[config.mk]
export PLATFORM = sky130hd
export DESIGN_NAME = pwm_timer_dbuf
export DESIGN_NICKNAME = d
export VERILOG_FILES = /design/src/rtl/pwm_pkg.sv /design/src/rtl/pwm_datapath.sv /design/src/rtl/pwm_ctrl.sv /design/src/rtl/pwm_timer_dbuf.sv
export SDC_FILE = /design/constraint.sdc
export NUM_CORES = 1
export LEC_CHECK = 0
export BUFFER_PORTS_ARGS = -buffer_cell sky130_fd_sc_hd__buf_2
export CAP_MARGIN = 30
export CORE_ASPECT_RATIO = 0.5
export CORE_MARGIN = 8
export CORE_UTILIZATION = 50
export DETAILED_ROUTE_END_ITERATION = 6
export GPL_TIMING_DRIVEN = 0
export MAX_ROUTING_LAYER = met4
export PLACE_DENSITY_LB_ADDON = 0.3
export SLEW_MARGIN = 0
export SYNTH_ARGS = -nofsm -noshare
export SYNTH_HDL_FRONTEND = slang
export SYNTH_HIERARCHICAL = 1
export SYNTH_SLANG_ARGS = --single-unit
[constraint.sdc]
create_clock -name clk -period 5.9 [get_ports clk]
set_input_delay 1.18 -clock clk [delete_from_list [all_inputs] [get_ports clk]]
set_output_delay 1.18 -clock clk [all_outputs]
set_load 0.02 [all_outputs]
[src/rtl/pwm_pkg.sv]
package pwm_pkg;
  localparam int ADDR_W = 3;
  localparam logic [ADDR_W-1:0] ADDR_PER = 3'd0;
  localparam logic [ADDR_W-1:0] ADDR_CMP = 3'd1;
  localparam logic [ADDR_W-1:0] ADDR_CNT = 3'd2;
  localparam logic [ADDR_W-1:0] ADDR_CTL = 3'd3;
  localparam logic [ADDR_W-1:0] ADDR_UPD = 3'd4;

  // control word bit positions
  localparam int CTL_EN  = 0;
  localparam int CTL_DIR = 1;
  localparam int CTL_CTR = 2;

  typedef struct packed {
    logic ldPrePer;
    logic ldPreCmp;
    logic ldCnt;
    logic xfer;
    logic cntClr;
    logic cntLdTop;
    logic cntInc;
    logic cntDec;
  } pwmStrobe_t;
endpackage

[src/rtl/pwm_datapath.sv]
module pwm_datapath
  import pwm_pkg::*;
#(
  parameter int CNT_W = 16
) (
  input  logic             clk,
  input  logic             rstN,
  input  pwmStrobe_t       strobe,
  input  logic [CNT_W-1:0] wrData,
  input  logic             enIn,
  output logic [CNT_W-1:0] cnt,
  output logic [CNT_W-1:0] actPer,
  output logic             pwmOut
);
  localparam logic [CNT_W-1:0] ONE = CNT_W'(1);

  logic [CNT_W-1:0] prePer;
  logic [CNT_W-1:0] preCmp;
  logic [CNT_W-1:0] actCmp;

  always_ff @(posedge clk) begin
    if (!rstN) begin
      prePer <= '0;
      preCmp <= '0;
      actPer <= '0;
      actCmp <= '0;
      cnt    <= '0;
    end else begin
      if (strobe.ldPrePer) prePer <= wrData;
      if (strobe.ldPreCmp) preCmp <= wrData;
      if (strobe.xfer) begin
        actPer <= prePer;
        actCmp <= preCmp;
      end
      if (strobe.ldCnt)         cnt <= wrData;
      else if (strobe.cntLdTop) cnt <= prePer;
      else if (strobe.cntClr)   cnt <= '0;
      else if (strobe.cntInc)   cnt <= cnt + ONE;
      else if (strobe.cntDec)   cnt <= cnt - ONE;
    end
  end

  assign pwmOut = enIn && (cnt < actCmp);


  keep_active_chk: assert property (@(posedge clk) disable iff (!rstN)
    !strobe.xfer |=> ($stable(actPer) && $stable(actCmp)));


  hold_cnt_chk: assert property (@(posedge clk) disable iff (!rstN)
    (!enIn && !strobe.ldCnt && !strobe.cntLdTop && !strobe.cntClr) |=> $stable(cnt));


  zero_cmp_low_chk: assert property (@(posedge clk) disable iff (!rstN)
    (actCmp == '0) |-> !pwmOut);
endmodule

[src/rtl/pwm_ctrl.sv]
module pwm_ctrl
  import pwm_pkg::*;
#(
  parameter int CNT_W = 16
) (
  input  logic              clk,
  input  logic              rstN,
  input  logic              wrEn,
  input  logic [ADDR_W-1:0] wrAddr,
  input  logic [CNT_W-1:0]  wrData,
  input  logic [CNT_W-1:0]  cnt,
  input  logic [CNT_W-1:0]  actPer,
  output pwmStrobe_t        strobe,
  output logic              enOut,
  output logic              downOut,
  output logic              updEvt
);
  logic enQ, ctrQ, downQ;
  logic enNext, ctrNext, downNext, evt;
  logic swHit, cntHit, ctlHit;

  assign swHit  = wrEn && (wrAddr == ADDR_UPD);
  assign cntHit = wrEn && (wrAddr == ADDR_CNT);
  assign ctlHit = wrEn && (wrAddr == ADDR_CTL);

  always_comb begin
    strobe   = '0;
    evt      = 1'b0;
    enNext   = enQ;
    ctrNext  = ctrQ;
    downNext = downQ;
    strobe.ldPrePer = wrEn && (wrAddr == ADDR_PER);
    strobe.ldPreCmp = wrEn && (wrAddr == ADDR_CMP);
    if (swHit) begin
      strobe.xfer = 1'b1;
      evt         = 1'b1;
      if (ctrQ && downQ) strobe.cntLdTop = 1'b1;
      else               strobe.cntClr   = 1'b1;
    end else if (cntHit) begin
      strobe.ldCnt = 1'b1;
      if (ctrQ) begin
        if (wrData == '0)          downNext = 1'b0;
        else if (wrData == actPer) downNext = 1'b1;
      end
    end else if (ctlHit) begin
      enNext  = wrData[CTL_EN];
      ctrNext = wrData[CTL_CTR];
      if (!((wrData[CTL_DIR] != downQ) && (wrData[CTL_CTR] != ctrQ)))
        downNext = wrData[CTL_DIR];
    end else if (enQ) begin
      if (!ctrQ) begin
        if (cnt >= actPer) begin
          strobe.cntClr = 1'b1;
          strobe.xfer   = 1'b1;
          evt           = 1'b1;
        end else begin
          strobe.cntInc = 1'b1;
        end
      end else if (!downQ) begin
        if (cnt >= actPer) begin
          strobe.xfer = 1'b1;
          evt         = 1'b1;
          downNext    = 1'b1;
          if (cnt != '0) strobe.cntDec = 1'b1;
        end else begin
          strobe.cntInc = 1'b1;
        end
      end else begin
        if (cnt == '0) begin
          strobe.xfer   = 1'b1;
          evt           = 1'b1;
          downNext      = 1'b0;
          strobe.cntInc = 1'b1;
        end else begin
          strobe.cntDec = 1'b1;
        end
      end
    end
  end

  always_ff @(posedge clk) begin
    if (!rstN) begin
      enQ    <= 1'b0;
      ctrQ   <= 1'b0;
      downQ  <= 1'b0;
      updEvt <= 1'b0;
    end else begin
      enQ    <= enNext;
      ctrQ   <= ctrNext;
      downQ  <= downNext;
      updEvt <= evt;
    end
  end

  assign enOut   = enQ;
  assign downOut = downQ;


  cnt_wr_quiet_chk: assert property (@(posedge clk) disable iff (!rstN)
    cntHit |=> !updEvt);


  sw_pulse_chk: assert property (@(posedge clk) disable iff (!rstN)
    swHit |=> updEvt);


  dir_hold_chk: assert property (@(posedge clk) disable iff (!rstN)
    (ctlHit && (wrData[CTL_DIR] != downQ) && (wrData[CTL_CTR] != ctrQ))
      |=> (downQ == $past(downQ)));


  above_keep_chk: assert property (@(posedge clk) disable iff (!rstN)
    (cntHit && ctrQ && (wrData > actPer)) |=> $stable(downQ));


  edge_wrap_chk: assert property (@(posedge clk) disable iff (!rstN)
    (enQ && !ctrQ && !swHit && !cntHit && !ctlHit && (cnt >= actPer)) |=> (updEvt && (cnt == '0)));
endmodule

[src/rtl/pwm_timer_dbuf.sv]
module pwm_timer_dbuf
  import pwm_pkg::*;
#(
  parameter int CNT_W = 16
) (
  input  logic             clk,
  input  logic             rstN,
  input  logic             wrEn,
  input  logic [2:0]       wrAddr,
  input  logic [CNT_W-1:0] wrData,
  output logic             pwmOut,
  output logic             updEvt,
  output logic [CNT_W-1:0] cntVal,
  output logic             cntDown
);
  pwmStrobe_t       strobe;
  logic             enSig;
  logic [CNT_W-1:0] cntSig;
  logic [CNT_W-1:0] actPerSig;

  pwm_ctrl #(.CNT_W(CNT_W)) u_ctrl (
    .clk    (clk),
    .rstN   (rstN),
    .wrEn   (wrEn),
    .wrAddr (wrAddr),
    .wrData (wrData),
    .cnt    (cntSig),
    .actPer (actPerSig),
    .strobe (strobe),
    .enOut  (enSig),
    .downOut(cntDown),
    .updEvt (updEvt)
  );

  pwm_datapath #(.CNT_W(CNT_W)) u_dp (
    .clk    (clk),
    .rstN   (rstN),
    .strobe (strobe),
    .wrData (wrData),
    .enIn   (enSig),
    .cnt    (cntSig),
    .actPer (actPerSig),
    .pwmOut (pwmOut)
  );

  assign cntVal = cntSig;
endmodule

==> metrics.csv <==
stage,metric,value,unit
worst_setup_path,Critical Path Slowest Stage Cell,dfxtp_1,
worst_setup_path,FF-to-FF path depth,16,
sta,RSZ-0062 raised after global routing,no,
drt,Avg WL per Cell,19.12,um
clock_tree,Max Buffers Root-to-Sink,2,
cells_and_area,"commonest non-fill, non-tap cell in the layout",dfxtp_1,
pwr,Logic pwr share,32.6,%
sta,hold slack,518.6,ps
synth,sequential area share after synthesis,31.35,%
synth,synth warn,6,
floorplanning,Die W,162.5,um
pwr,PwrDens,319.2,nW/um^2
clock_tree,worst-skew pair later-pin latency,340,ps
sta,max frequency,0.2068,GHz
placed_design,dpl ws,1152,ps
drt,drt total wl,15290,um
floorplanning,Starting Density,52.01,%
placed_design,dpl hpwl,11510,um
clock_tree,Resized Gates After CTS,0,
clock_tree,CTS H-tree lvls,3,
run_status,status,finished clean,
cells_and_area,most frequent cells in the layout,"dfxtp_1 (84), nor2b_1 (68), mux2i_1 (66)",
sta,Fin Setup TNS,0,ps
drt,via count,4764,
synth,flop and latch count out of synthesis,84,
global_route,first-pass GRT wire length,24070,um
placed_design,DP Area,5739,sq um
floorplanning,io pins,41,
drt,# DRC,0,
clock_tree,Root Buffer,clkbuf_16,
synth,Mapped Area,5364,sq um
pwr,Net Sw Frac,33.06,%
cells_and_area,fraction of layout instances using a drive strength above 1,9.697,%
worst_setup_path,reg-to-reg endpoint,u_dp/cnt[14],
synth,Mapped Cells,604,
pwr,Max VDD drop,157.0,uV
drt,routed length on met1,7217,um
drt,drt pass-1 iters,5,
cells_and_area,Final Non-Filler Cells,800,
pwr,total chip power,1.944,mW
pwr,sequential share of power,33.2,%
cells_and_area,fin area,6091,sq um
drt,top sig layer,met4,
worst_setup_path,worst path arrival time,5060,ps
worst_setup_path,Worst Setup EP,u_dp/cnt[14],
hold_path,worst hold path class,reg2reg,
worst_setup_path,Setup crit start kind,flip-flop,
floorplanning,num rows,26,
synth,ys flop type,dfxtp_1,
pwr,Sw Pwr,642.6,uW
global_route,GR Overflow Total,0,
worst_setup_path,crit path cell chain,"inv_1, ha_1, nand2b_1, a2111oi_2, o21a_1, o31ai_4, o21ai_1, and3b_1, inv_1, fa_1, a211o_1, a21oi_1, o21bai_1, a221oi_1, xor2_1, o21ai_0",
drt,DR iter-0 viols,520,
sta,Final setup viols,0,
clock_tree,CTS tree,yes,
drt,post-route ant nets,0,
worst_setup_path,"setup slack, reg-to-reg",1060,ps
sta,part of the cycle the worst path needs,81.95,%
sta,Setup Skew,5.992,ps
pwr,Pint,1.301,mW
synth,count of cell types in the netlist,64,
sta,fin worst setup slack,1065,ps
pwr,P_leak,2.271,nW
worst_setup_path,launch point of the worst reg-to-reg path,u_dp/cnt[0],
run,maxcap violations,0,
worst_setup_path,"Largest delay share family, worst path",compound AO/OA/AOI/OAI gates,
global_route,initial antenna violation count,0,
global_route,vias in the first global route,4456,
drt,Via density,5.955,
placed_design,GP Congestion,0.9104,
global_route,pin count of the biggest net entering global routing,16,
worst_setup_path,Critical Path Stages,16,
cells_and_area,Nets,723,
worst_setup_path,CP Buf/Inv Count,2,
floorplanning,Die ar.,14500,sq um
placed_design,PortBufs,40,
clock_tree,postcts setup bufs,0,
worst_setup_path,CP most frequent cell,inv_1,
sta,minimum clock period,4835,ps
drt,met2 WL post-DR,6467,um
cells_and_area,Final Util,59.06,%
global_route,global-route usage over all layers,22.05,%
clock_tree,Sink Count,84,
worst_setup_path,Critical Path RT,6120,ps
worst_setup_path,crit end category,flip-flop,
clock_tree,CTS Hold Buffers Added,0,
drt,Met3 Routed Length,1398,um
sta,"Slew Viols, Final",0,
floorplanning,core area,10310,sq um
clock_tree,number of CTS-inserted buffers,9,
synth,Post-synth EDFFs,0,
worst_setup_path,CP max FO,15,
synth,Async SR Flop Fraction,0,%
synth,syn_nets,672,
sta,Fin. Hold Viols,0,
sta,Slew @ Worst Pin,860.6,ps
pwr,clock network power share,34.2,%
cells_and_area,area growth from synthesis to layout,13.55,%
cells_and_area,antenna cells,0,
sta,Slew HR,42.63,%
floorplanning,Die Height,89.24,um
worst_setup_path,WS Path Type,reg2reg,
synth,synthesized area per cell,8.881,sq um
worst_setup_path,Critical Path Source,u_dp/cnt[0],
placed_design,dpl cells,784,
worst_setup_path,Crit path largest cell delay,590,ps
clock_tree,Worst-path clk slew,60,ps
-- sequential cells by signal (all words and copies together), names as in the netlist --
register,flops
u_ctrl/ctrQ,1
u_ctrl/downOut,1
u_ctrl/enOut,1
u_ctrl/updEvt,1
u_dp/actCmp,16
u_dp/actPer,16
u_dp/cnt,16
u_dp/preCmp,16
u_dp/prePer,16
-- layout make-up --
cell class | count | area [sq um]
multi-input cells | 448 | 3407
repair buffers | 40 | 200.2
inverters | 43 | 161.4
clock inverters | 4 | 95.09
fillers | 934 | 4222
well taps | 140 | 175.2
clock buffers | 12 | 256.5
plain buffers | 29 | 113.9
flip-flops and latches | 84 | 1682
-- layer usage --
metal	global-route usage, %	vias to the layer above
li1	-	2259
met4	5.505	0
met5	-	-
met3	5.285	28
met1	29.43	2246
met2	32.98	231
-- worst reg2reg max path, delay by kind of cell (launching register included) --
kind            cells  cell delay (ps)
fa+ha+maj           2              860
buf+inv             2              430
xor+xnor            1              210
simple gates        2              490
compound gates      9             2150
flops               1              590
-- power by group through the flow --
| stage | clock [mW] | combinational [mW] | sequential (mW) |
|---|---|---|---|
| final | 0.665 | 0.633 | 0.646 |
| after global routing | 0.701 | 0.689 | 0.648 |
| after CTS | 0.672 | 0.622 | 0.643 |
| after detailed placement | 0 | 0.613 | 0.656 |
| after floorplan | 0 | 0.444 | 0.650 |
| after global placement | 0 | 0.602 | 0.654 |
-- worst min path at each step --
stage | start | endpoint | slack (ps) | cells past startpoint
2_1_floorplan | u_dp/prePer[12] | u_dp/cnt[12] | 470 | 2
3_3_place_gp | u_dp/preCmp[9] | u_dp/actCmp[9] | 490 | 2
3_5_place_dp | u_dp/actCmp[4] | u_dp/actCmp[4] | 510 | 2
4_1_cts | u_dp/preCmp[2] | u_dp/actCmp[2] | 530 | 2
5_1_grt | u_dp/preCmp[7] | u_dp/preCmp[7] | 540 | 2
6_report | u_dp/actCmp[2] | u_dp/actCmp[2] | 520 | 2
-- Yosys cell counts, drive strengths merged, types with 3 or more instances --
cell type | instances | area share (%)
a21oi | 30 | 2.8
nor3 | 6 | 0.56
clkbuf | 24 | 1.7
nor2 | 12 | 0.84
and2 | 4 | 0.47
o221ai | 3 | 0.61
dfxtp | 84 | 31
o21ai | 30 | 2.8
a221oi | 6 | 0.98
a31oi | 5 | 0.58
o21bai | 3 | 0.42
nand2b | 6 | 0.70
nor2b | 68 | 7.9
nand3 | 9 | 0.84
o211ai | 8 | 1.1
inv | 43 | 3.0
xnor2 | 27 | 4.4
nor4 | 12 | 1.7
a21o | 10 | 1.4
nand2 | 33 | 2.3
buf | 5 | 0.44
xor2 | 4 | 0.65
ha | 45 | 10
mux2i | 66 | 12
o21a | 7 | 0.98
a211oi | 5 | 0.70
nand4 | 9 | 1.0
-- cells by family (layout without fill, tap and decap cells) --
group	after synthesis	in the layout	share of synthesized area, %
simple gates	175	175	18.87
compound gates	130	130	16.40
flops	84	84	31.35
xor+xnor	31	31	5.062
fa+ha+maj	46	46	10.87
buf+inv	72	128	5.132
mux	66	66	12.32
No activity file was read; power rests on OpenSTA's default activity.
